$ cat config.mk
export PLATFORM = sky130hd
export DESIGN_NAME = sram_bank_ctrl
export DESIGN_NICKNAME = d
export VERILOG_FILES = /design/src/rtl/sram_bank_pkg.sv /design/src/rtl/sram_lane_map.sv /design/src/rtl/sram_strobe_seq.sv /design/src/rtl/sram_bank_ctrl.sv
export SDC_FILE = /design/constraint.sdc
export NUM_CORES = 1
export LEC_CHECK = 0
export BUFFER_PORTS_ARGS = -buffer_cell sky130_fd_sc_hd__buf_2
export CAP_MARGIN = 5
export CORE_MARGIN = 2
export CORE_UTILIZATION = 35
export CTS_BUF_LIST = sky130_fd_sc_hd__clkbuf_8
export CTS_CLUSTER_DIAMETER = 30
export DETAILED_ROUTE_END_ITERATION = 10
export MAX_ROUTING_LAYER = met4
export PLACE_DENSITY = 0.62
export SETUP_SLACK_MARGIN = 0.3
export SLEW_MARGIN = 10
export SYNTH_ARGS = -nofsm -noshare
export SYNTH_HDL_FRONTEND = slang
export SYNTH_SLANG_ARGS = --single-unit
$ cat constraint.sdc
create_clock -name clk_i -period 1.8 [get_ports clk_i]
set_clock_uncertainty 0.05 [all_clocks]
set_input_delay 0.27 -clock clk_i [delete_from_list [all_inputs] [get_ports clk_i]]
set_output_delay 0.27 -clock clk_i [all_outputs]
set_load 0.05 [all_outputs]
$ cat src/rtl/sram_bank_pkg.sv
package sram_bank_pkg;

  typedef enum logic [1:0] {
    WM_32 = 2'd0,
    WM_16 = 2'd1,
    WM_8  = 2'd2
  } width_mode_e;

  function automatic int unsigned ns2cyc(input int unsigned ns, input int unsigned clk_ns);
    return (ns + clk_ns - 1) / clk_ns;
  endfunction

  function automatic int unsigned umax(input int unsigned a, input int unsigned b);
    return (a > b) ? a : b;
  endfunction

endpackage

$ cat src/rtl/sram_lane_map.sv
module sram_lane_map
  import sram_bank_pkg::*;
#(
  parameter int unsigned PHYS_AW = 19,
  parameter int unsigned LANES   = 4,
  parameter int unsigned LANE_W  = 8,
  localparam int unsigned DW      = LANES * LANE_W,
  localparam int unsigned LSEL_W  = $clog2(LANES),
  localparam int unsigned HOST_AW = PHYS_AW + LSEL_W + 1
) (
  input  width_mode_e        mode_i,
  input  logic [HOST_AW-1:0] addr_i,
  input  logic [DW-1:0]      wdata_i,
  input  logic [DW-1:0]      raw_i,
  output logic               bank_o,
  output logic [LANES-1:0]   lane_en_o,
  output logic [PHYS_AW-1:0] phys_o,
  output logic [DW-1:0]      wlanes_o,
  output logic [DW-1:0]      rdata_o
);

  localparam int unsigned HALF = LANES / 2;

  logic [LSEL_W-1:0] lsel;
  assign lsel = addr_i[LSEL_W-1:0];

  always_comb begin
    bank_o    = addr_i[PHYS_AW];
    phys_o    = addr_i[PHYS_AW-1:0];
    lane_en_o = '1;
    wlanes_o  = wdata_i;
    rdata_o   = raw_i;
    unique case (mode_i)
      WM_16: begin
        bank_o    = addr_i[PHYS_AW+1];
        phys_o    = addr_i[PHYS_AW:1];
        lane_en_o = addr_i[0] ? {{HALF{1'b1}}, {HALF{1'b0}}} : {{HALF{1'b0}}, {HALF{1'b1}}};
        wlanes_o  = {2{wdata_i[DW/2-1:0]}};
        rdata_o   = '0;
        rdata_o[DW/2-1:0] = addr_i[0] ? raw_i[DW-1:DW/2] : raw_i[DW/2-1:0];
      end
      WM_8: begin
        bank_o    = addr_i[LSEL_W];
        phys_o    = addr_i[PHYS_AW+LSEL_W:LSEL_W+1];
        lane_en_o = '0;
        rdata_o   = '0;
        for (int l = 0; l < LANES; l++) begin
          wlanes_o[l*LANE_W +: LANE_W] = wdata_i[LANE_W-1:0];
          if (lsel == LSEL_W'(l)) begin
            lane_en_o[l]          = 1'b1;
            rdata_o[LANE_W-1:0]   = raw_i[l*LANE_W +: LANE_W];
          end
        end
      end
      default: ;
    endcase
  end

endmodule

$ cat src/rtl/sram_strobe_seq.sv
module sram_strobe_seq #(
  parameter int unsigned ACC_CYC = 3,
  parameter int unsigned WP_CYC  = 3,
  parameter int unsigned HZ_CYC  = 2
) (
  input  logic clk_i,
  input  logic rst_ni,
  input  logic start_i,
  input  logic we_i,
  output logic idle_o,
  output logic cs_act_o,
  output logic oe_act_o,
  output logic we_act_o,
  output logic drive_o,
  output logic sample_o
);

  localparam int unsigned MAXC = (ACC_CYC > WP_CYC) ? ((ACC_CYC > HZ_CYC) ? ACC_CYC : HZ_CYC)
                                                    : ((WP_CYC > HZ_CYC) ? WP_CYC : HZ_CYC);
  localparam int unsigned CW = (MAXC < 2) ? 1 : $clog2(MAXC + 1);

  typedef enum logic [2:0] {S_IDLE, S_RD, S_WA, S_WP, S_WH, S_HZ} seq_e;

  seq_e          st_q;
  logic [CW-1:0] cnt_q;
  logic          cnt_zero;

  assign cnt_zero = (cnt_q == '0);

  always_ff @(posedge clk_i or negedge rst_ni) begin
    if (!rst_ni) begin
      st_q  <= S_IDLE;
      cnt_q <= '0;
    end else begin
      unique case (st_q)
        S_IDLE: if (start_i) begin
          st_q  <= we_i ? S_WA : S_RD;
          cnt_q <= CW'(ACC_CYC - 1);
        end
        S_RD: if (cnt_zero) begin
          st_q  <= S_HZ;
          cnt_q <= CW'(HZ_CYC - 1);
        end else cnt_q <= cnt_q - 1'b1;
        S_WA: begin
          st_q  <= S_WP;
          cnt_q <= CW'(WP_CYC - 1);
        end
        S_WP: if (cnt_zero) st_q <= S_WH;
              else cnt_q <= cnt_q - 1'b1;
        S_WH: begin
          st_q  <= S_HZ;
          cnt_q <= CW'(HZ_CYC - 1);
        end
        S_HZ: if (cnt_zero) st_q <= S_IDLE;
              else cnt_q <= cnt_q - 1'b1;
        default: st_q <= S_IDLE;
      endcase
    end
  end

  assign idle_o   = (st_q == S_IDLE);
  assign cs_act_o = (st_q == S_RD) || (st_q == S_WA) || (st_q == S_WP) || (st_q == S_WH);
  assign oe_act_o = (st_q == S_RD);
  assign we_act_o = (st_q == S_WP);
  // driver waits one cycle after the strobe falls, holds one cycle after it rises
  assign drive_o  = ((st_q == S_WP) && (cnt_q != CW'(WP_CYC - 1))) || (st_q == S_WH);
  assign sample_o = (st_q == S_RD) && cnt_zero;

  // independent pulse-width counters
  logic [CW:0] we_run_q, oe_run_q;
  always_ff @(posedge clk_i or negedge rst_ni) begin
    if (!rst_ni) begin
      we_run_q <= '0;
      oe_run_q <= '0;
    end else begin
      we_run_q <= we_act_o ? we_run_q + 1'b1 : '0;
      oe_run_q <= oe_act_o ? oe_run_q + 1'b1 : '0;
    end
  end

  p_wp_width_r7: assert property (@(posedge clk_i) disable iff (!rst_ni)
    $fell(we_act_o) |-> (we_run_q >= (CW+1)'(WP_CYC)));

  p_acc_width_r6: assert property (@(posedge clk_i) disable iff (!rst_ni)
    $fell(oe_act_o) |-> (oe_run_q >= (CW+1)'(ACC_CYC)));

  p_sample_in_read_r6: assert property (@(posedge clk_i) disable iff (!rst_ni)
    sample_o |-> (oe_run_q == (CW+1)'(ACC_CYC - 1)));

endmodule

$ cat src/rtl/sram_bank_ctrl.sv
module sram_bank_ctrl
  import sram_bank_pkg::*;
#(
  parameter int unsigned PHYS_AW  = 19,
  parameter int unsigned LANES    = 4,
  parameter int unsigned LANE_W   = 8,
  parameter int unsigned CLK_NS   = 5,
  parameter int unsigned T_ACC_NS = 12,
  parameter int unsigned T_WP_NS  = 10,
  parameter int unsigned T_DS_NS  = 6,
  parameter int unsigned T_HZ_NS  = 6
) (
  input  logic                               clk_i,
  input  logic                               rst_ni,
  input  logic [1:0]                         mode_i,
  input  logic                               req_valid_i,
  output logic                               req_ready_o,
  input  logic                               req_we_i,
  input  logic [PHYS_AW+$clog2(LANES):0]     req_addr_i,
  input  logic [LANES*LANE_W-1:0]            req_wdata_i,
  output logic [LANES*LANE_W-1:0]            rsp_rdata_o,
  output logic                               rsp_valid_o,
  output logic [PHYS_AW-1:0]                 sram_addr_o,
  output logic [2*LANES-1:0]                 sram_cs_no,
  output logic                               sram_we_no,
  output logic                               sram_oe_no,
  output logic                               dq_oe_o,
  output logic [LANES*LANE_W-1:0]            dq_o,
  input  logic [LANES*LANE_W-1:0]            dq_i
);

  localparam int unsigned DW      = LANES * LANE_W;
  localparam int unsigned HOST_AW = PHYS_AW + $clog2(LANES) + 1;
  localparam int unsigned NBANK   = 2;
  localparam int unsigned ACC_CYC = umax(ns2cyc(T_ACC_NS, CLK_NS), 1);
  localparam int unsigned WP_CYC  = umax(ns2cyc(T_WP_NS, CLK_NS), ns2cyc(T_DS_NS, CLK_NS) + 1);
  localparam int unsigned HZ_CYC  = umax(ns2cyc(T_HZ_NS, CLK_NS), 1);

  width_mode_e        mode_q;
  logic               cfg_done_q;
  logic [HOST_AW-1:0] addr_q;
  logic [DW-1:0]      wdata_q;
  logic [DW-1:0]      rdata_q;
  logic               rvalid_q;

  logic               idle, cs_act, oe_act, we_act, drive, sample, accept;
  logic               bank;
  logic [LANES-1:0]   lane_en;
  logic [DW-1:0]      rdata_map;

  assign req_ready_o = cfg_done_q && idle;
  assign accept      = req_valid_i && req_ready_o;

  // width captured once, on the first edge out of reset
  always_ff @(posedge clk_i or negedge rst_ni) begin
    if (!rst_ni) begin
      mode_q     <= WM_32;
      cfg_done_q <= 1'b0;
    end else if (!cfg_done_q) begin
      mode_q     <= (mode_i == 2'd3) ? WM_32 : width_mode_e'(mode_i);
      cfg_done_q <= 1'b1;
    end
  end

  always_ff @(posedge clk_i or negedge rst_ni) begin
    if (!rst_ni) begin
      addr_q  <= '0;
      wdata_q <= '0;
    end else if (accept) begin
      addr_q  <= req_addr_i;
      wdata_q <= req_wdata_i;
    end
  end

  always_ff @(posedge clk_i or negedge rst_ni) begin
    if (!rst_ni) begin
      rdata_q  <= '0;
      rvalid_q <= 1'b0;
    end else begin
      rvalid_q <= sample;
      if (sample) rdata_q <= rdata_map;
    end
  end

  sram_strobe_seq #(
    .ACC_CYC (ACC_CYC),
    .WP_CYC  (WP_CYC),
    .HZ_CYC  (HZ_CYC)
  ) u_seq (
    .clk_i    (clk_i),
    .rst_ni   (rst_ni),
    .start_i  (accept),
    .we_i     (req_we_i),
    .idle_o   (idle),
    .cs_act_o (cs_act),
    .oe_act_o (oe_act),
    .we_act_o (we_act),
    .drive_o  (drive),
    .sample_o (sample)
  );

  sram_lane_map #(
    .PHYS_AW (PHYS_AW),
    .LANES   (LANES),
    .LANE_W  (LANE_W)
  ) u_map (
    .mode_i    (mode_q),
    .addr_i    (addr_q),
    .wdata_i   (wdata_q),
    .raw_i     (dq_i),
    .bank_o    (bank),
    .lane_en_o (lane_en),
    .phys_o    (sram_addr_o),
    .wlanes_o  (dq_o),
    .rdata_o   (rdata_map)
  );

  for (genvar b = 0; b < NBANK; b++) begin : g_bank
    for (genvar l = 0; l < LANES; l++) begin : g_lane
      assign sram_cs_no[b*LANES+l] = !(cs_act && (bank == 1'(b)) && lane_en[l]);
    end
  end

  assign sram_we_no  = !we_act;
  assign sram_oe_no  = !oe_act;
  assign dq_oe_o     = drive;
  assign rsp_rdata_o = rdata_q;
  assign rsp_valid_o = rvalid_q;

  // port-level checks
  logic lo_sel, hi_sel;
  assign lo_sel = ~&sram_cs_no[LANES-1:0];
  assign hi_sel = ~&sram_cs_no[2*LANES-1:LANES];

  p_bank_excl_r9: assert property (@(posedge clk_i) disable iff (!rst_ni)
    !(lo_sel && hi_sel));

  p_turn_lo_r9: assert property (@(posedge clk_i) disable iff (!rst_ni)
    lo_sel |-> !$past(hi_sel));

  p_turn_hi_r9: assert property (@(posedge clk_i) disable iff (!rst_ni)
    hi_sel |-> !$past(lo_sel));

  p_addr_hold_r7: assert property (@(posedge clk_i) disable iff (!rst_ni)
    !sram_we_no |-> $stable(sram_addr_o));

  p_sel_before_we_r7: assert property (@(posedge clk_i) disable iff (!rst_ni)
    $fell(sram_we_no) |-> $past(lo_sel || hi_sel));

  p_drv_safe_r8: assert property (@(posedge clk_i) disable iff (!rst_ni)
    dq_oe_o |-> (sram_oe_no && (lo_sel || hi_sel)));

  p_drv_late_r8: assert property (@(posedge clk_i) disable iff (!rst_ni)
    $fell(sram_we_no) |-> !dq_oe_o);

  p_rsp_pulse_r6: assert property (@(posedge clk_i) disable iff (!rst_ni)
    rsp_valid_o |=> !rsp_valid_o);

  p_busy_ready_r10: assert property (@(posedge clk_i) disable iff (!rst_ni)
    (lo_sel || hi_sel) |-> !req_ready_o);

  p_mode_hold_r2: assert property (@(posedge clk_i) disable iff (!rst_ni)
    $past(cfg_done_q) |-> $stable(mode_q));

endmodule

==> impl_metrics.toml, run 1 <==
[drt]
drtIter0Drc = 251
wl_per_cell_um = 20.3
drc = 0
vias = 5391
drt-total-wl_um = 20200
drt_pass1_iterations = 4
vias_per_cell = 5.42
detail-route-antenna-nets = 0

[timing]
slew_headroom = 0.612
rsz0062_at_grt = "yes"
layout_setup_ws_ps = -510
post-route-period-util = 1.28
setup_viol = 123
fin_crit_ps = 2310
worstMarginPinSlew_ps = 582
finalHoldViolCount = 0
whs_ps = 55.5
slew_violations = 0
fmax_ghz = 0.433

[cts]
worstSkewPairLatency_ps = 380
cts_tree = "done"
cts_root_buffer = "clkbuf_8"
cts_buffers = 9
htree_levels = 3
path_clk_slew_ps = 100
clockBufferDepth = 2
clkSinkCount = 95

[global_route]
antenna_found_initial = 1
grt_pass1_wl_um = 28900
grt-ovfl-total = 0
grt_usage = 0.239
grt_pass1_vias = 5414
grt_util_met3 = 0.0378
grt_use_met1 = 0.301
grt_max_degree = 96
grt_use_met2 = 0.392
top_usage_layer = "met2"

[hold_path]
min_from = "req_addr_i[3]"
hp-class = "input port to register"
min_to = "addr_q[3]"
hold_depth = 2

[pwr]
p_seq_frac = 0.237
power.total_mw = 18.6
ir_drop_uv = 1130
p_switching_mw = 9.22
p_leak_nw = 4.63
p_per_area_nw_per_um2 = 1830
switching_share = 0.497
clock_power_share = 0.078
p_comb_frac = 0.686
p_int_mw = 9.35

[logic_synthesis]
avgSynthCellArea_um2 = 9.81
synth_area_um2 = 5180
synthTopCellsByCount = "nand2_1 (99), dfrtp_1 (95), o21ai_0 (47), mux2_2 (37), a22oi_1 (31)"
synthArstFlopShare = 1.00
netlist_instances = 528
syn_nets = 625
ys_seq_elements = 95
synth-seq-area-share = 0.459
yosysTopAreaCell = "dfrtp_1"
synth_top_area_frac = 0.459
synth_edf_count = 0
ys_top_cells_by_area = "dfrtp_1 (46%), mux2_2 (8.0%), nand2_1 (7.2%), o21ai_0 (4.5%), a22oi_1 (4.5%)"
synth_warnings = 0
synth_cell_type_count = 44
synth_ff_type = "dfrtp_1"
synth_most_common_cell = "nand2_1"

[setup_path]
reg2reg_to = "rsp_rdata_o[0]"
reg2reg_depth = 7
cp.required_ps = 1480
reg2reg_from = "mode_q[1]"
crit_arrival_ps = 1990
rrSetupSlack_ps = -90
crit_type = "register to output pin"
crit_path_start_kind = "register"
path_max_fanout = 4
endpoint_kind = "output pin"

[floorplanning]
die-area_um2 = 15800
io_pins = 188
die_h_um = 126
num_rows = 44
core_um2 = 14500
fp.dieW_um = 126
initial_utilization = 0.358

[placed_design]
portBuffers = 187
place_inst = 904
hpwl_um = 12400
pre_cts_ws_ps = -231
place.gp.congestion = 0.878

[cells_and_area]
area_delta_synth_final_pct = 95.6
regArea_um2 = 2390
drive_above_1_share = 0.725
n_fill_cell = 1014
layoutNonFillerInstCount = 995
multi_input_area_um2 = 4030
layout.nets = 904

[status]
status = "finished with violations"
violations = "setup timing"

[run]
maxCapViolCount = 0
-- cell usage in the layout (no fill, tap or decap), types with 5 or more instances in the layout --
master and instances:
a221oi_2 8, a22o_4 8, a22oi_2 27, buf_12 25, buf_16 10, buf_2 123, buf_4 47, buf_6 69
buf_8 25, clkbuf_16 10, clkbuf_4 6, clkbuf_8 10, dfrtp_1 86, dfrtp_2 9, inv_1 6, mux2_4 52
mux2i_1 9, nand2_1 44, nand2_2 13, nand2_4 40, nand3_2 13, nor2_1 22, o21ai_1 6, o21ai_4 36
o221ai_2 5, o22a_1 8
-- repair_timing --
action | CTS | global route
setup buffers | 29 | 27
cloned | 8 | 11
gates resized for setup | 202 | 123
hold buffers | 1 | 0
setup endpoints to repair | 140 | 152
pin swaps | 42 | 86
endpoints found under the hold margin | 95 | 0
-- state kept, by name (all words and copies together), names as in the netlist --
name and count:
addr_q 22, cfg_done_q 1, mode_q 2, rsp_rdata_o 32, rsp_valid_o 1, u_seq.cnt_q 2
u_seq.st_q 3, wdata_q 32
-- cells by family (layout without fill, tap and decap cells) --
family                     count (synthesis)  in the layout  share of synthesized area
AOI/OAI and AO/OA                        145            145                      0.194
and+or+nand+nor                          157            157                      0.128
DFF                                       95             95                      0.459
other                                      1              2                   0.000724
xor gates and xnor gates                   1              1                    0.00169
muxes                                     61             61                      0.141
adders and majority gates                  6              6                     0.0140
buffers and inverters                     62            344                     0.0616
-- per-layer routing --
metal,vias up,share of wire
met1,2718,0.40
li1,2443,-
met2,187,0.51
met3,43,0.050
met5,-,0
met4,0,0.033
-- critical path: stages (launching register included) --
cell,delay (ps)
dfrtp_1,440
ha_4,210
buf_6,120
a22oi_2,210
buf_4,170
o21ai_4,80
nor2_4,150
nand2_4,70
buf_12,160
-- worst max path at each step --
stage                     slack, ps     startpoint             to
final                          -510      mode_q[1]  sram_cs_no[0]
after global routing           -590      mode_q[0]  sram_cs_no[0]
after CTS                      -520      mode_q[1]  sram_cs_no[0]
after detailed placement       -230      mode_q[0]       dq_o[11]
after global placement         -160      mode_q[0]       dq_o[11]
after floorplan                -190  u_seq.st_q[2]        dq_oe_o
-- final cells by class --
cell class / instances / share of cell area
Multi-Input combinational cell: 371 / 0.397
Timing Repair Buffer: 316 / 0.316
Sequential cell: 95 / 0.236
Tap cell: 184 / 0.0227
Clock buffer: 10 / 0.0136
Inverter: 13 / 0.00889
Clock inverter: 4 / 0.00469
Timing Repair inverter: 1 / 0.00111
Antenna cell: 1 / 0.000247
-- stage by stage --
stage / instance area [µm²] / utilization / TNS, ps
6_report: 10100 / 0.700 / -24540
3_5_place_dp: 7800 / 0.539 / -8600
5_1_grt: 10100 / 0.700 / -32140
3_3_place_gp: 7800 / 0.539 / -5600
2_1_floorplan: 6630 / - / -345
4_1_cts: 9160 / 0.632 / -21390
-- power groups by stage --
stage | registers (mW) | clock network [mW] | logic, mW
global placement | 4.20 | 0 | 9.91
global route | 4.53 | 1.57 | 13.3
CTS | 4.27 | 1.49 | 11.6
floorplan | 5.19 | 0 | 6.92
detailed placement | 4.26 | 0 | 10.1
finish | 4.39 | 1.44 | 12.7
(Power assumes the default switching activity.)
==> run 2: changes to the inputs <==
--- a/config.mk
+++ b/config.mk
@@ -19,3 +19,4 @@
 export SYNTH_ARGS = -nofsm -noshare
 export SYNTH_HDL_FRONTEND = slang
 export SYNTH_SLANG_ARGS = --single-unit
+export TNS_END_PERCENT = 1
==> run 2 against run 1 <==
Against the previous run: the run still ends with setup timing left; clock power shrank 3%; die area is the same; maximum frequency rose by 2.6%; cell count down 7.3%; sequential power down 5.5%; clock-buffer cell count increased by 2; non-clock buffer count fell by 72; wire length fell by 14%; cell area is 20% lower; flip-flop and latch count is the same; via count fell by 6.7%; critical path type unchanged; largest power group unchanged.
==> impl_metrics.toml, run 2 (synthesis gave the netlist of run 1 again) <==
[status]
status = "finished with violations"
violations = "setup timing"

[setup_path]
crit_path_max_incr_delay_ps = 430
cp.depth = 7
slowest_stage = "dfrtp_1"
crit_buf_inv = 2
path_cells = "ha_4 > buf_6 > a22oi_2 > o21ai_2 > nor2_2 > nand2_2 > buf_8"
path_max_fanout = 4
crit_type = "register to output pin"
endpoint_kind = "output pin"
crit_arrival_ps = 1930
reg2reg_depth = 7
cp.required_ps = 1480
crit_family = "flip-flops"
crit_path_start_kind = "register"

[cts]
clockBufferDepth = 2
worstSkewPairLatency_ps = 380
clkSinkCount = 95
cts_tree = "done"
htree_levels = 3
cts_buffers = 9
cts_root_buffer = "clkbuf_8"
path_clk_slew_ps = 90

[run]
maxCapViolCount = 0

[cells_and_area]
area_delta_synth_final_pct = 57.0
diodes = 0
n_fill_cell = 1230
final_common_cell = "buf_2"
regArea_um2 = 2380
layout_common_cells = "buf_2 (130), dfrtp_1 (91), nand2_1 (71)"
drive_above_1_share = 0.592
layout.nets = 831
fin_util = 0.562
multi_input_area_um2 = 3240

[drt]
drt_pass1_iterations = 6
detail-route-antenna-nets = 0
vias = 5030
drc = 0
vias_per_cell = 5.46
wl_per_cell_um = 18.9
drt-total-wl_um = 17400
drtIter0Drc = 282

[floorplanning]
io_pins = 188
die-area_um2 = 15800
die_h_um = 126
num_rows = 44
core_um2 = 14500
initial_utilization = 0.358
fp.dieW_um = 126

[timing]
layout_setup_ws_ps = -451
setup_viol = 70
whs_ps = 38.6
slew_headroom = 0.641
post-route-period-util = 1.25
rsz0062_at_grt = "yes"
slew_violations = 0
finalHoldViolCount = 0
fmax_ghz = 0.444
worstMarginPinSlew_ps = 538
fin_crit_ps = 2250

[pwr]
p_comb_frac = 0.654
clock_power_share = 0.087
p_seq_frac = 0.259
p_leak_nw = 3.73
p_per_area_nw_per_um2 = 1970
ir_drop_uv = 1200
switching_share = 0.513
p_switching_mw = 8.21
p_int_mw = 7.79

[placed_design]
portBuffers = 187
pre_cts_ws_ps = -377
place.gp.congestion = 0.824
hpwl_um = 11800

[global_route]
grt-ovfl-total = 0
grt_pass1_wl_um = 27200
grt_max_degree = 96
grt_usage = 0.224
antenna_found_initial = 0
grt_pass1_vias = 5136

[hold_path]
hp-class = "input port to register"
hold_depth = 3
## run 2: cell types whose count changed in the layout (fill, tap and decap cells not counted), moves of 15 or more
cell	delta
mux2_2	+17
buf_6	-18
nand3_1	+16
nand2_4	-34
o21ai_4	-15
nand2_1	+27
mux2_4	-17
buf_4	-15
## run 2: area by class of cell
class	count	area share
Sequential cell	95	0.293
Tap cell	184	0.0283
Inverter	13	0.00769
Timing Repair Buffer	244	0.251
Multi-Input combinational cell	371	0.398
Clock inverter	3	0.00231
Clock buffer	12	0.0203
## run 2: power by group through the flow
stage	registers, mW	logic (mW)	clock network [mW]
3_3_place_gp	3.96	8.72	0
2_1_floorplan	4.94	5.77	0
3_5_place_dp	4.00	8.83	0
4_1_cts	4.10	10.1	1.44
5_1_grt	4.29	11.0	1.52
6_report	4.15	10.5	1.39
## run 2: final timing paths
kind / from / to / slack [ps]
max in group asynchronous: rst_ni / u_seq.st_q[0] / 840
min in group asynchronous: rst_ni / rsp_rdata_o[31] / 430
setup reg to reg: mode_q[1] / rsp_rdata_o[6] / -120
setup / recovery: mode_q[1] / sram_cs_no[2] / -450
hold reg to reg: rsp_rdata_o[29] / rsp_rdata_o[29] / 420
hold / removal: req_addr_i[1] / addr_q[1] / 40
## run 2: metal layers
layer / vias up / part of all wire / GRT usage
li1: 2301 / - / -
met1: 2484 / 0.41 / 0.270
met2: 224 / 0.49 / 0.369
met3: 21 / 0.086 / 0.0671
met4: 0 / 0.017 / 0.0608
met5: - / 0 / -
## run 2: tightest hold or removal path, stage by stage
cell and delay [ps]:
buf_2 80, nand2_1 40, o21ai_0 50
## run 2: metrics by stage
stage          total power, mW  instance area (µm²)  setup TNS, ps  cells
5_1_grt                   16.8                 8140         -25920    922
3_5_place_dp              12.8                 6890          -9860    896
6_report                  16.0                 8140         -20070    922
4_1_cts                   15.7                 7920         -22460    919
3_3_place_gp              12.7                 6890          -8630    896
2_1_floorplan             10.7                 5540          -7300    528
## run 2: what timing repair did
action / CTS / global route
hold buffers: 1 / 0
hold endpoints to repair: 95 / 0
gates resized for setup: 205 / 56
gates cloned: 3 / 0
endpoints found under the setup margin: 145 / 147
pin swaps: 26 / 10
setup buffers: 4 / 3
==> run 3: changes to the inputs <==
--- a/config.mk
+++ b/config.mk
@@ -7,13 +7,15 @@
 export LEC_CHECK = 0
 export BUFFER_PORTS_ARGS = -buffer_cell sky130_fd_sc_hd__buf_2
 export CAP_MARGIN = 5
+export CELL_PAD_IN_SITES_DETAIL_PLACEMENT = 0
+export CELL_PAD_IN_SITES_GLOBAL_PLACEMENT = 2
 export CORE_MARGIN = 2
-export CORE_UTILIZATION = 35
+export CORE_UTILIZATION = 27
 export CTS_BUF_LIST = sky130_fd_sc_hd__clkbuf_8
 export CTS_CLUSTER_DIAMETER = 30
 export DETAILED_ROUTE_END_ITERATION = 10
 export MAX_ROUTING_LAYER = met4
-export PLACE_DENSITY = 0.62
+export PLACE_DENSITY = 0.77
 export SETUP_SLACK_MARGIN = 0.3
 export SLEW_MARGIN = 10
 export SYNTH_ARGS = -nofsm -noshare
==> run 3 against run 2 <==
Against the previous run: the flow still finishes with violations (setup timing); cell count grew 6.6%; sequential power shrank 4%; die area grew 29%; combinational power is essentially flat; critical path depth grew 2; first-iteration DRC count shrank 10%; power grew 0.22%; sequential share of layout area grew 0.11 points; register-to-register slack lost 60 ps; cell area shrank 0.48%; largest power group unchanged; highest routed layer unchanged.
==> impl_metrics.toml, run 3 (synthesis gave the netlist of run 1 again) <==
[status]
status = "finished with violations"
violations = "setup timing"

[placed_design]
pre_cts_ws_ps = -365
place.gp.congestion = 0.824
hpwl_um = 12700
portBuffers = 187
place_inst = 951

[cts]
cts_tree = "done"
htree_levels = 3
clkSinkCount = 95
cts_buffers = 9
path_clk_slew_ps = 110
worstSkewPairLatency_ps = 390
clockBufferDepth = 2
cts_root_buffer = "clkbuf_8"

[setup_path]
crit_path_start_kind = "register"
cp.required_ps = 1480
slowest_stage = "dfrtp_1"
crit_arrival_ps = 1920
path_cells = "inv_2 > ha_4 > buf_12 > inv_2 > buf_4 > o21ai_2 > o21ba_4 > nand2_2 > buf_8"
crit_path_max_incr_delay_ps = 400
cp_common_cell = "inv_2"
path_max_fanout = 8
crit_type = "register to output pin"
endpoint_kind = "output pin"

[cells_and_area]
layout.nets = 839
layoutNonFillerInstCount = 983
layout_common_cells = "buf_2 (128), dfrtp_1 (93), nand2_1 (77)"
area_delta_synth_final_pct = 56.3
drive_above_1_share = 0.562
n_fill_cell = 1827
final_common_cell = "buf_2"

[timing]
setup_viol = 61
layout_setup_ws_ps = -442
slew_violations = 0
rsz0062_at_grt = "yes"
finalHoldViolCount = 0
slew_headroom = 0.598
worstMarginPinSlew_ps = 603
fmax_ghz = 0.446
post-route-period-util = 1.25
fin_crit_ps = 2240

[drt]
wl_per_cell_um = 18.3
vias = 4912
drtIter0Drc = 253
drc = 0
drt-total-wl_um = 18000
detail-route-antenna-nets = 0
drt_pass1_iterations = 4
vias_per_cell = 5.00

[floorplanning]
fp.dieW_um = 143
die_h_um = 143
num_rows = 50
die-area_um2 = 20300
core_um2 = 18800
io_pins = 188
initial_utilization = 0.276

[pwr]
p_leak_nw = 3.71
ir_drop_uv = 917
power.total_mw = 16.0
p_per_area_nw_per_um2 = 1980

[global_route]
grt-ovfl-total = 0
grt_usage = 0.181
grt_pass1_vias = 5117
grt_max_degree = 96
antenna_found_initial = 2
grt_pass1_wl_um = 27700

[hold_path]
hp-class = "input port to register"

[run]
maxCapViolCount = 0
run 3: cell count changes in the layout (fill, tap and decap cells not counted), moves of 5 or more:
| cell | before | now |
|---|---|---|
| nand2_1 | 71 | 77 |
| a22oi_2 | 22 | 1 |
| buf_4 | 32 | 37 |
| mux2_4 | 35 | 18 |
| buf_6 | 51 | 56 |
| a22oi_1 | 9 | 30 |
| mux2_2 | 17 | 34 |
run 3: report_power, final:
part	leakage [nW]	switching [mW]	internal, mW	total, mW
Sequential	1.15	0.861	3.13	3.99
Combinational	2.45	6.41	3.97	10.4
Clock	0.108	0.868	0.799	1.67
run 3: path summary, 6_finish.rpt:
check	startpoint	slack, ps	cells past startpoint	end
worst max register to register	mode_q[0]	-180	8	rsp_rdata_o[1]
worst min register to register	rsp_rdata_o[28]	420	2	rsp_rdata_o[28]
worst max-delay path	mode_q[0]	-440	9	sram_cs_no[5]
worst min-delay path	req_addr_i[0]	40	3	addr_q[0]
max in group asynchronous	rst_ni	780	3	u_seq.st_q[1]
min in group asynchronous	rst_ni	370	3	rsp_rdata_o[8]
run 3: routing by layer:
layer,up-vias,global-route usage,routed length [µm],share of wire
met5,-,-,0,0
met4,0,0.0281,110,0.0061
met1,2409,0.225,7740,0.43
li1,2319,-,-,-
met2,176,0.289,8580,0.48
met3,8,0.0656,1520,0.085
run 3: layout make-up:
type	count	area [µm²]	area share
Multi-Input combinational cell	371	3060	0.378
Sequential cell	95	2380	0.294
Timing Repair Buffer	252	2080	0.257
Tap cell	234	293	0.0362
Clock buffer	9	124	0.0153
Clock inverter	7	104	0.0128
Inverter	13	55.1	0.00680
Antenna cell	2	5.00	0.000618
run 3: timing repair:
| item | CTS | global route |
|---|---|---|
| hold buffers | 1 | 0 |
| hold endpoints to repair | 95 | 0 |
| pin swaps | 15 | 10 |
| setup buffers | 9 | 2 |
| setup endpoints to repair | 145 | 149 |
| gates cloned | 2 | 0 |
| gates resized for setup | 174 | 40 |
run 3: metrics by stage:
step	hold WS [ps]	utilization	TNS [ps]	cell area, µm²
final	38.5	0.431	-21390	8100
after global routing	13.9	0.431	-28930	8100
after global placement	328	0.372	-11850	6980
after CTS	18.7	0.423	-24380	7940
after floorplan	-75.6	-	-7300	5540
after detailed placement	323	0.372	-12580	6980
run 3: critical path: cells and delay by family (launching register included):
kind / cells / cell delay [ps]
DFF: 1 / 400
adders and majority gates: 1 / 210
and+or+nand+nor: 1 / 80
AOI/OAI and AO/OA: 2 / 280
buffers and inverters: 5 / 560
